[src/rtl/sc_pkg.sv]
package sc_pkg;

    localparam int XLEN     = 32;
    localparam int NREG     = 32;
    localparam int RIDX     = $clog2(NREG);
    localparam int LINK_REG = NREG - 1;
    localparam int IMMW     = 16;
    localparam int TGTW     = 26;
    localparam int NLANE    = XLEN / 8;

    typedef enum logic [5:0] {
        OP_SPECIAL = 6'd0,
        OP_J       = 6'd2,
        OP_JAL     = 6'd3,
        OP_BEQ     = 6'd4,
        OP_BNE     = 6'd5,
        OP_ADDI    = 6'd8,
        OP_SLTI    = 6'd10,
        OP_ORI     = 6'd13,
        OP_LUI     = 6'd15,
        OP_LB      = 6'd32,
        OP_LW      = 6'd35,
        OP_SB      = 6'd40,
        OP_SW      = 6'd43
    } opcode_e;

    typedef enum logic [5:0] {
        FN_JR  = 6'd8,
        FN_ADD = 6'd32,
        FN_SUB = 6'd34,
        FN_SLT = 6'd42
    } funct_e;

    typedef enum logic [2:0] {
        ALU_ADD,
        ALU_SUB,
        ALU_SLT,
        ALU_OR,
        ALU_PASSB
    } alu_op_e;

    typedef enum logic [1:0] {
        IMM_SEXT,
        IMM_ZEXT,
        IMM_UPPER
    } imm_kind_e;

    typedef enum logic [1:0] {
        WB_ALU,
        WB_WORD,
        WB_BYTE,
        WB_LINK
    } wb_sel_e;

    typedef enum logic [1:0] {
        DST_RD,
        DST_RT,
        DST_LINK
    } dst_sel_e;

    typedef struct packed {
        alu_op_e   alu_op;
        imm_kind_e imm_kind;
        logic      use_imm;
        wb_sel_e   wb_sel;
        dst_sel_e  dst_sel;
        logic      reg_we;
        logic      mem_we;
        logic      mem_byte;
        logic      br_eq;
        logic      br_ne;
        logic      jump;
        logic      jump_reg;
        logic      illegal;
    } ctrl_t;

    localparam ctrl_t CTRL_NOP = '{
        alu_op:   ALU_ADD,
        imm_kind: IMM_SEXT,
        use_imm:  1'b0,
        wb_sel:   WB_ALU,
        dst_sel:  DST_RD,
        reg_we:   1'b0,
        mem_we:   1'b0,
        mem_byte: 1'b0,
        br_eq:    1'b0,
        br_ne:    1'b0,
        jump:     1'b0,
        jump_reg: 1'b0,
        illegal:  1'b0
    };

endpackage

[src/rtl/sc_decode.sv]
module sc_decode
    import sc_pkg::*;
(
    input  logic [5:0] opcode,
    input  logic [5:0] funct,
    output ctrl_t      ctrl
);

    always_comb begin
        ctrl = CTRL_NOP;
        case (opcode)
            OP_SPECIAL: begin
                case (funct)
                    FN_ADD: begin
                        ctrl.alu_op = ALU_ADD;
                        ctrl.reg_we = 1'b1;
                    end
                    FN_SUB: begin
                        ctrl.alu_op = ALU_SUB;
                        ctrl.reg_we = 1'b1;
                    end
                    FN_SLT: begin
                        ctrl.alu_op = ALU_SLT;
                        ctrl.reg_we = 1'b1;
                    end
                    FN_JR: begin
                        ctrl.jump_reg = 1'b1;
                    end
                    default: begin
                        ctrl.illegal = 1'b1;
                    end
                endcase
            end
            OP_ADDI: begin
                ctrl.alu_op  = ALU_ADD;
                ctrl.use_imm = 1'b1;
                ctrl.dst_sel = DST_RT;
                ctrl.reg_we  = 1'b1;
            end
            OP_SLTI: begin
                ctrl.alu_op  = ALU_SLT;
                ctrl.use_imm = 1'b1;
                ctrl.dst_sel = DST_RT;
                ctrl.reg_we  = 1'b1;
            end
            OP_ORI: begin
                ctrl.alu_op   = ALU_OR;
                ctrl.imm_kind = IMM_ZEXT;
                ctrl.use_imm  = 1'b1;
                ctrl.dst_sel  = DST_RT;
                ctrl.reg_we   = 1'b1;
            end
            OP_LUI: begin
                ctrl.alu_op   = ALU_PASSB;
                ctrl.imm_kind = IMM_UPPER;
                ctrl.use_imm  = 1'b1;
                ctrl.dst_sel  = DST_RT;
                ctrl.reg_we   = 1'b1;
            end
            OP_LW: begin
                ctrl.use_imm = 1'b1;
                ctrl.dst_sel = DST_RT;
                ctrl.wb_sel  = WB_WORD;
                ctrl.reg_we  = 1'b1;
            end
            OP_LB: begin
                ctrl.use_imm = 1'b1;
                ctrl.dst_sel = DST_RT;
                ctrl.wb_sel  = WB_BYTE;
                ctrl.reg_we  = 1'b1;
            end
            OP_SW: begin
                ctrl.use_imm = 1'b1;
                ctrl.mem_we  = 1'b1;
            end
            OP_SB: begin
                ctrl.use_imm  = 1'b1;
                ctrl.mem_we   = 1'b1;
                ctrl.mem_byte = 1'b1;
            end
            OP_BEQ: begin
                ctrl.br_eq = 1'b1;
            end
            OP_BNE: begin
                ctrl.br_ne = 1'b1;
            end
            OP_J: begin
                ctrl.jump = 1'b1;
            end
            OP_JAL: begin
                ctrl.jump    = 1'b1;
                ctrl.wb_sel  = WB_LINK;
                ctrl.dst_sel = DST_LINK;
                ctrl.reg_we  = 1'b1;
            end
            default: begin
                ctrl.illegal = 1'b1;
            end
        endcase
    end

endmodule

[src/rtl/sc_alu.sv]
module sc_alu
    import sc_pkg::*;
#(
    parameter int W = XLEN
) (
    input  alu_op_e        op,
    input  logic [W-1:0]   a,
    input  logic [W-1:0]   b,
    output logic [W-1:0]   y
);

    logic [W-1:0] sum;
    logic [W-1:0] diff;
    logic         less;

    always_comb begin
        sum  = a + b;
        diff = a - b;
        less = ($signed(a) < $signed(b));
        case (op)
            ALU_ADD:   y = sum;
            ALU_SUB:   y = diff;
            ALU_SLT:   y = {{(W-1){1'b0}}, less};
            ALU_OR:    y = a | b;
            ALU_PASSB: y = b;
            default:   y = sum;
        endcase
    end

endmodule

[src/rtl/sc_regfile.sv]
module sc_regfile #(
    parameter int N  = 32,
    parameter int W  = 32,
    localparam int AW = $clog2(N)
) (
    input  logic          clk,
    input  logic          rst,
    input  logic [AW-1:0] rs_a,
    input  logic [AW-1:0] rt_a,
    output logic [W-1:0]  rs_v,
    output logic [W-1:0]  rt_v,
    input  logic          wen,
    input  logic [AW-1:0] w_a,
    input  logic [W-1:0]  w_v
);

    logic [W-1:0] bank_q [N];
    logic [W-1:0] bank_d [N];

    always_comb begin
        for (int i = 0; i < N; i++) begin
            bank_d[i] = bank_q[i];
        end
        if (wen && (w_a != '0)) begin
            bank_d[w_a] = w_v;
        end
        if (rst) begin
            for (int i = 0; i < N; i++) begin
                bank_d[i] = '0;
            end
        end
    end

    always_ff @(posedge clk) begin
        bank_q <= bank_d;
    end

    assign rs_v = bank_q[rs_a];
    assign rt_v = bank_q[rt_a];

    // entry 0 never becomes non-zero
    p_zero_reg_r2: assert property (@(posedge clk) disable iff (rst)
        (rs_a == '0) |-> (rs_v == '0));

endmodule

[src/rtl/sc_core.sv]
module sc_core
    import sc_pkg::*;
(
    input  logic             clk,
    input  logic             rst,
    output logic [XLEN-3:0]  fetch_word,
    input  logic [XLEN-1:0]  fetch_instr,
    output logic [XLEN-1:0]  dm_addr,
    output logic [XLEN-1:0]  dm_wdata,
    output logic [NLANE-1:0] dm_be,
    output logic             dm_we,
    input  logic [XLEN-1:0]  dm_rdata
);

    typedef struct packed {
        logic [XLEN-1:0] pc;
    } core_state_t;

    core_state_t st_d, st_q;

    ctrl_t            ctl;
    logic [5:0]       f_op;
    logic [5:0]       f_fn;
    logic [RIDX-1:0]  f_rs, f_rt, f_rd;
    logic [IMMW-1:0]  f_imm;
    logic [TGTW-1:0]  f_tgt;

    logic [XLEN-1:0]  rs_v, rt_v;
    logic [XLEN-1:0]  imm_ext, alu_b, alu_y;
    logic [XLEN-1:0]  pc_seq, br_off, ld_byte;
    logic [XLEN-1:0]  wb_val;
    logic [RIDX-1:0]  wb_addr;
    logic [1:0]       lane;
    logic [7:0]       byte_sel;
    logic             rs_eq, take_br;

    assign f_op  = fetch_instr[31:26];
    assign f_rs  = fetch_instr[25:21];
    assign f_rt  = fetch_instr[20:16];
    assign f_rd  = fetch_instr[15:11];
    assign f_fn  = fetch_instr[5:0];
    assign f_imm = fetch_instr[IMMW-1:0];
    assign f_tgt = fetch_instr[TGTW-1:0];

    sc_decode u_dec (
        .opcode (f_op),
        .funct  (f_fn),
        .ctrl   (ctl)
    );

    sc_regfile #(
        .N (NREG),
        .W (XLEN)
    ) u_rf (
        .clk  (clk),
        .rst  (rst),
        .rs_a (f_rs),
        .rt_a (f_rt),
        .rs_v (rs_v),
        .rt_v (rt_v),
        .wen  (ctl.reg_we),
        .w_a  (wb_addr),
        .w_v  (wb_val)
    );

    always_comb begin
        case (ctl.imm_kind)
            IMM_ZEXT:  imm_ext = {{(XLEN-IMMW){1'b0}}, f_imm};
            IMM_UPPER: imm_ext = {f_imm, {(XLEN-IMMW){1'b0}}};
            default:   imm_ext = {{(XLEN-IMMW){f_imm[IMMW-1]}}, f_imm};
        endcase
    end

    assign alu_b = ctl.use_imm ? imm_ext : rt_v;

    sc_alu #(
        .W (XLEN)
    ) u_alu (
        .op (ctl.alu_op),
        .a  (rs_v),
        .b  (alu_b),
        .y  (alu_y)
    );

    assign pc_seq = st_q.pc + XLEN'(4);
    assign br_off = {{(XLEN-IMMW-2){f_imm[IMMW-1]}}, f_imm, 2'b00};
    assign rs_eq  = (rs_v == rt_v);
    assign take_br = (ctl.br_eq & rs_eq) | (ctl.br_ne & ~rs_eq);

    // load lane selection, little-endian
    assign lane = alu_y[1:0];

    always_comb begin
        case (lane)
            2'd0:    byte_sel = dm_rdata[7:0];
            2'd1:    byte_sel = dm_rdata[15:8];
            2'd2:    byte_sel = dm_rdata[23:16];
            default: byte_sel = dm_rdata[31:24];
        endcase
        ld_byte = {{(XLEN-8){byte_sel[7]}}, byte_sel};
    end

    always_comb begin
        case (ctl.wb_sel)
            WB_WORD: wb_val = dm_rdata;
            WB_BYTE: wb_val = ld_byte;
            WB_LINK: wb_val = pc_seq;
            default: wb_val = alu_y;
        endcase
        case (ctl.dst_sel)
            DST_RT:   wb_addr = f_rt;
            DST_LINK: wb_addr = RIDX'(LINK_REG);
            default:  wb_addr = f_rd;
        endcase
    end

    // store lanes
    for (genvar g = 0; g < NLANE; g++) begin : g_lane
        assign dm_be[g] = ctl.mem_we & (~ctl.mem_byte | (lane == 2'(g)));
        assign dm_wdata[8*g +: 8] = ctl.mem_byte ? rt_v[7:0] : rt_v[8*g +: 8];
    end

    assign dm_we   = ctl.mem_we;
    assign dm_addr = alu_y;

    // next state
    always_comb begin
        st_d = st_q;
        if (rst) begin
            st_d.pc = '0;
        end else if (ctl.jump_reg) begin
            st_d.pc = rs_v;
        end else if (ctl.jump) begin
            st_d.pc = {pc_seq[XLEN-1:XLEN-4], f_tgt, 2'b00};
        end else if (take_br) begin
            st_d.pc = pc_seq + br_off;
        end else begin
            st_d.pc = pc_seq;
        end
    end

    always_ff @(posedge clk) begin
        st_q <= st_d;
    end

    assign fetch_word = st_q.pc[XLEN-1:2];

    // first cycle out of reset fetches from zero
    p_reset_pc_r1: assert property (@(posedge clk) disable iff (rst)
        $past(rst) |-> (st_q.pc == '0));

    // no redirect means a plain 4-byte step
    p_pc_step_r9: assert property (@(posedge clk) disable iff (rst)
        (!ctl.jump && !ctl.jump_reg && !take_br) |=> (st_q.pc == $past(st_q.pc) + XLEN'(4)));

    // jump field lands in PC bits [27:2]
    p_jump_target_r10: assert property (@(posedge clk) disable iff (rst)
        ctl.jump |=> (st_q.pc[27:0] == {$past(f_tgt), 2'b00}));

    // call writes the return address to the link register
    p_link_r11: assert property (@(posedge clk) disable iff (rst)
        (ctl.jump && ctl.reg_we) |-> (wb_addr == RIDX'(LINK_REG) && wb_val == st_q.pc + XLEN'(4)));

    // unknown encodings are quiet
    p_nop_r12: assert property (@(posedge clk) disable iff (rst)
        ctl.illegal |-> (!dm_we && !ctl.reg_we && !ctl.jump && !ctl.jump_reg && !take_br));

    // byte store enables exactly one lane
    p_byte_lane_r8: assert property (@(posedge clk) disable iff (rst)
        (dm_we && ctl.mem_byte) |-> ($countones(dm_be) == 1));

    // enables are silent without a store
    p_quiet_bus_r13: assert property (@(posedge clk) disable iff (rst)
        !dm_we |-> (dm_be == '0));

endmodule

[config.mk]
export PLATFORM = sky130hd
export DESIGN_NAME = sc_core
export DESIGN_NICKNAME = d
export VERILOG_FILES = /design/src/rtl/sc_pkg.sv /design/src/rtl/sc_decode.sv /design/src/rtl/sc_alu.sv /design/src/rtl/sc_regfile.sv /design/src/rtl/sc_core.sv
export SDC_FILE = /design/constraint.sdc
export NUM_CORES = 2
export LEC_CHECK = 0
export ABC_AREA = 1
export BUFFER_PORTS_ARGS = -buffer_cell sky130_fd_sc_hd__buf_2
export CELL_PAD_IN_SITES_DETAIL_PLACEMENT = 0
export CELL_PAD_IN_SITES_GLOBAL_PLACEMENT = 1
export CORE_UTILIZATION = 42
export CTS_CLUSTER_DIAMETER = 50
export DETAILED_ROUTE_END_ITERATION = 8
export PLACE_DENSITY_LB_ADDON = 0.3
export SYNTH_ARGS = -nofsm -noshare
export SYNTH_HDL_FRONTEND = slang
export SYNTH_SLANG_ARGS = --single-unit
[constraint.sdc]
create_clock -name clk -period 4.2 [get_ports clk]
set_input_delay 0 -clock clk [delete_from_list [all_inputs] [get_ports clk]]
set_output_delay 0 -clock clk [all_outputs]
set_load 0.1 [all_outputs]
==> results.md <==
- Status: complete, but fails checks
- Failing checks: design-rule violations, negative setup slack
- Worst setup SP type: flop
- Final setup fails: 1028
- Main synth FF type: dfxtp_1
- CP Data Required Time: 4.20 ns
- WL/cell: 26.8 µm
- Max-slew violation count: 0
- Power Density: 421 nW/µm²
- Worst-margin pin slew: 1.17 ns
- Total Wirelength: 348000 µm
- Worst-skew pair later-pin latency: 0.82 ns
- H-tree lvl count: 4
- CTS Root Cell: clkbuf_16
- Post-synthesis async set-or-reset flop share: 0%
- Routed length on met2: 147000 µm
- Initial Util: 42.4%
- Row cnt: 144
- Share of layout cells above drive strength 1: 31.3%
- Yosys warning count: 0
- Die Area: 158000 µm²
- Type of the most critical hold path: in -> reg
- EDFF count, synth: 0
- Commonest cells after routing, fill and taps aside: 1924 x o21ai_0, 1468 x buf_4, 1025 x dfxtp_1
- Ranking of synthesized cells by area: dfxtp_1 32%, o21ai_0 16%, a21oi_1 6.7%
- Worst Path Class, Setup: reg -> out
- GP Congestion: 1.01
- Met1 WL: 136000 µm
- Setup TNS: -440.37 ns
- Fin worst setup slack: -0.656 ns
- Most common cell after layout, fill and taps aside: o21ai_0
- DRC violations left: 4
- Syn Std Cell Area: 65500 µm²
- Worst-path clk slew: 0.06 ns
- Post-synthesis sequential area ratio: 32.3%
- Leakage: 38.6 nW
- Pwr Total: 39.1 mW
- Syn Inst Count: 9527
- TritonCTS clock tree: built
- Via count: 79753
- Largest fanout on the critical path: 3
- Cell variety after synth: 55
- Arr. time, crit path: 4.86 ns
- Iteration-0 DRC Markers: 11136
- Peak supply drop: 0.941 mV
- Synth Register Bits: 1056
- Top layer in use: met5
- Routed met3 length: 39900 µm
- Post-Place Cell Area: 82700 µm²
- PortBufs: 164
- Horiz. Die Dim: 397 µm
- Max-capacitance violation count: 0
- Layout area overhead: 42.0%
- Hpwl dp: 232000 µm
- Cell family with most CP delay: compound AO/OA/AOI/OAI gates
- Clk buf depth: 3
- Worst Path Buf+Inv: 7
- Gr ovfl total: 0
- Pin count of the biggest net entering global routing: 173
- Core area: 154000 µm²
- Clock sink total: 1056
- Reg2reg setup slack: -0.65 ns
- First-pass iteration count of the detailed router: 9
- Post-synth top area cell: dfxtp_1
- Fin cells: 12990
- I/O Pins: 165
- First-pass GRT wire length: 496000 µm
- Peak Freq: 0.206 GHz
- Worst setup EP type: output port
- CTS buffer count: 146
- Post-synth top area share: 32.3%
- Syn nets: 9739
- Final Hold Viols: 0
- Vias in the first global route: 74133
- GRT Overall Usage: 41.9%
- RSZ-0062 raised after global routing: true
- Util after Layout: 60.2%
- Final instance area: 93000 µm²
- Cell mode on critical path: o21ai_4
- Worst Skew: 0.0844 ns
- Placed Cells: 12553
- Initial antenna violation count: 7
- Crit path max-delay cell type: fa_2
- Die height: 397 µm
- Minimum clock period: 4.86 ns
- Slew Limit Headroom: 20.9%
- Final worst path period share: 116%
- CP max stage delay: 0.44 ns
- Vias per cell: 6.14
- Post-Syn Area per Cell: 6.88 µm²
- Routed Antenna Nets: 0
- Final nets: 11039
## flip-flops by register name (all words and copies together), names as in the netlist
signal	flops
u_rf.bank_q	1024
st_q	32
## tightest hold or removal path, delay by kind of cell
kind                   cells  cell delay [ns]
and+or+nand+nor            5             0.48
buffers and inverters      2             0.28
AOI/OAI and AO/OA          1             0.05
## report_power, final
part	switching (mW)	internal, mW	leakage (nW)
clock network	5.38	7.88	2.46
logic	9.64	6.11	27.6
registers	0.0500	10.1	8.52
total	15.1	24.1	38.6
## Yosys cell counts, drive strengths merged, types with 24 or more instances
library cell	n
inv	632
xor2	65
o21ai	2094
o21a	78
o221ai	277
buf	338
nor2	1093
a21oi	1325
nor3	35
dfxtp	1056
ha	144
xnor2	24
o211ai	103
o22ai	131
clkbuf	579
nand3	456
nand4	146
nand2	836
## metrics by stage
stage	worst slack (ns)	hold WS (ns)
finish	-0.656	0.0525
global route	-0.791	0.0440
CTS	-0.721	0.00471
detailed placement	-1.29	0.359
global placement	-1.26	0.377
floorplan	-0.886	0.146
## what timing repair did
item	CTS	global route
resized for setup	382	446
setup buffers	56	55
endpoints found under the hold margin	288	0
hold buffers	43	0
cloned	12	27
endpoints found under the setup margin	1028	1049
pin swaps	103	173
## layout make-up
class,instances,area (µm²)
Clock buffer,191,4060
Fill cell,14128,61400
Inverter,637,2480
Clock inverter,72,1080
Tap cell,2044,2560
Antenna cell,4,10.0
Timing Repair Buffer,2068,20500
Sequential cell,1056,21200
Multi-Input combinational cell,6918,41200
## final timing paths
kind / startpoint / cells past startpoint / endpoint
max reg2reg: u_rf.bank_q[697] / 35 / u_rf.bank_q[551]
min reg2reg: u_rf.bank_q[1020] / 2 / u_rf.bank_q[1020]
min: dm_rdata[17] / 8 / u_rf.bank_q[225]
max: u_rf.bank_q[576] / 27 / dm_addr[12]
## per-layer routing
metal  up-vias  track usage (%)
met1     37775             54.4
met3      1043             9.87
met2      5023             62.8
li1      35908                -
met4         4             25.3
met5         -                0
## logic make-up after synthesis
logic type	count (synthesis)	share of synthesized area, %
AO/OA/AOI/OAI	4081	36.6
flip-flops	1056	32.3
XOR/XNOR	89	1.19
buffers and inverters	1554	10.3
AND/OR/NAND/NOR	2601	16.9
adder cells (fa/ha/maj)	146	2.81
Power figures use the tool's default switching activity.
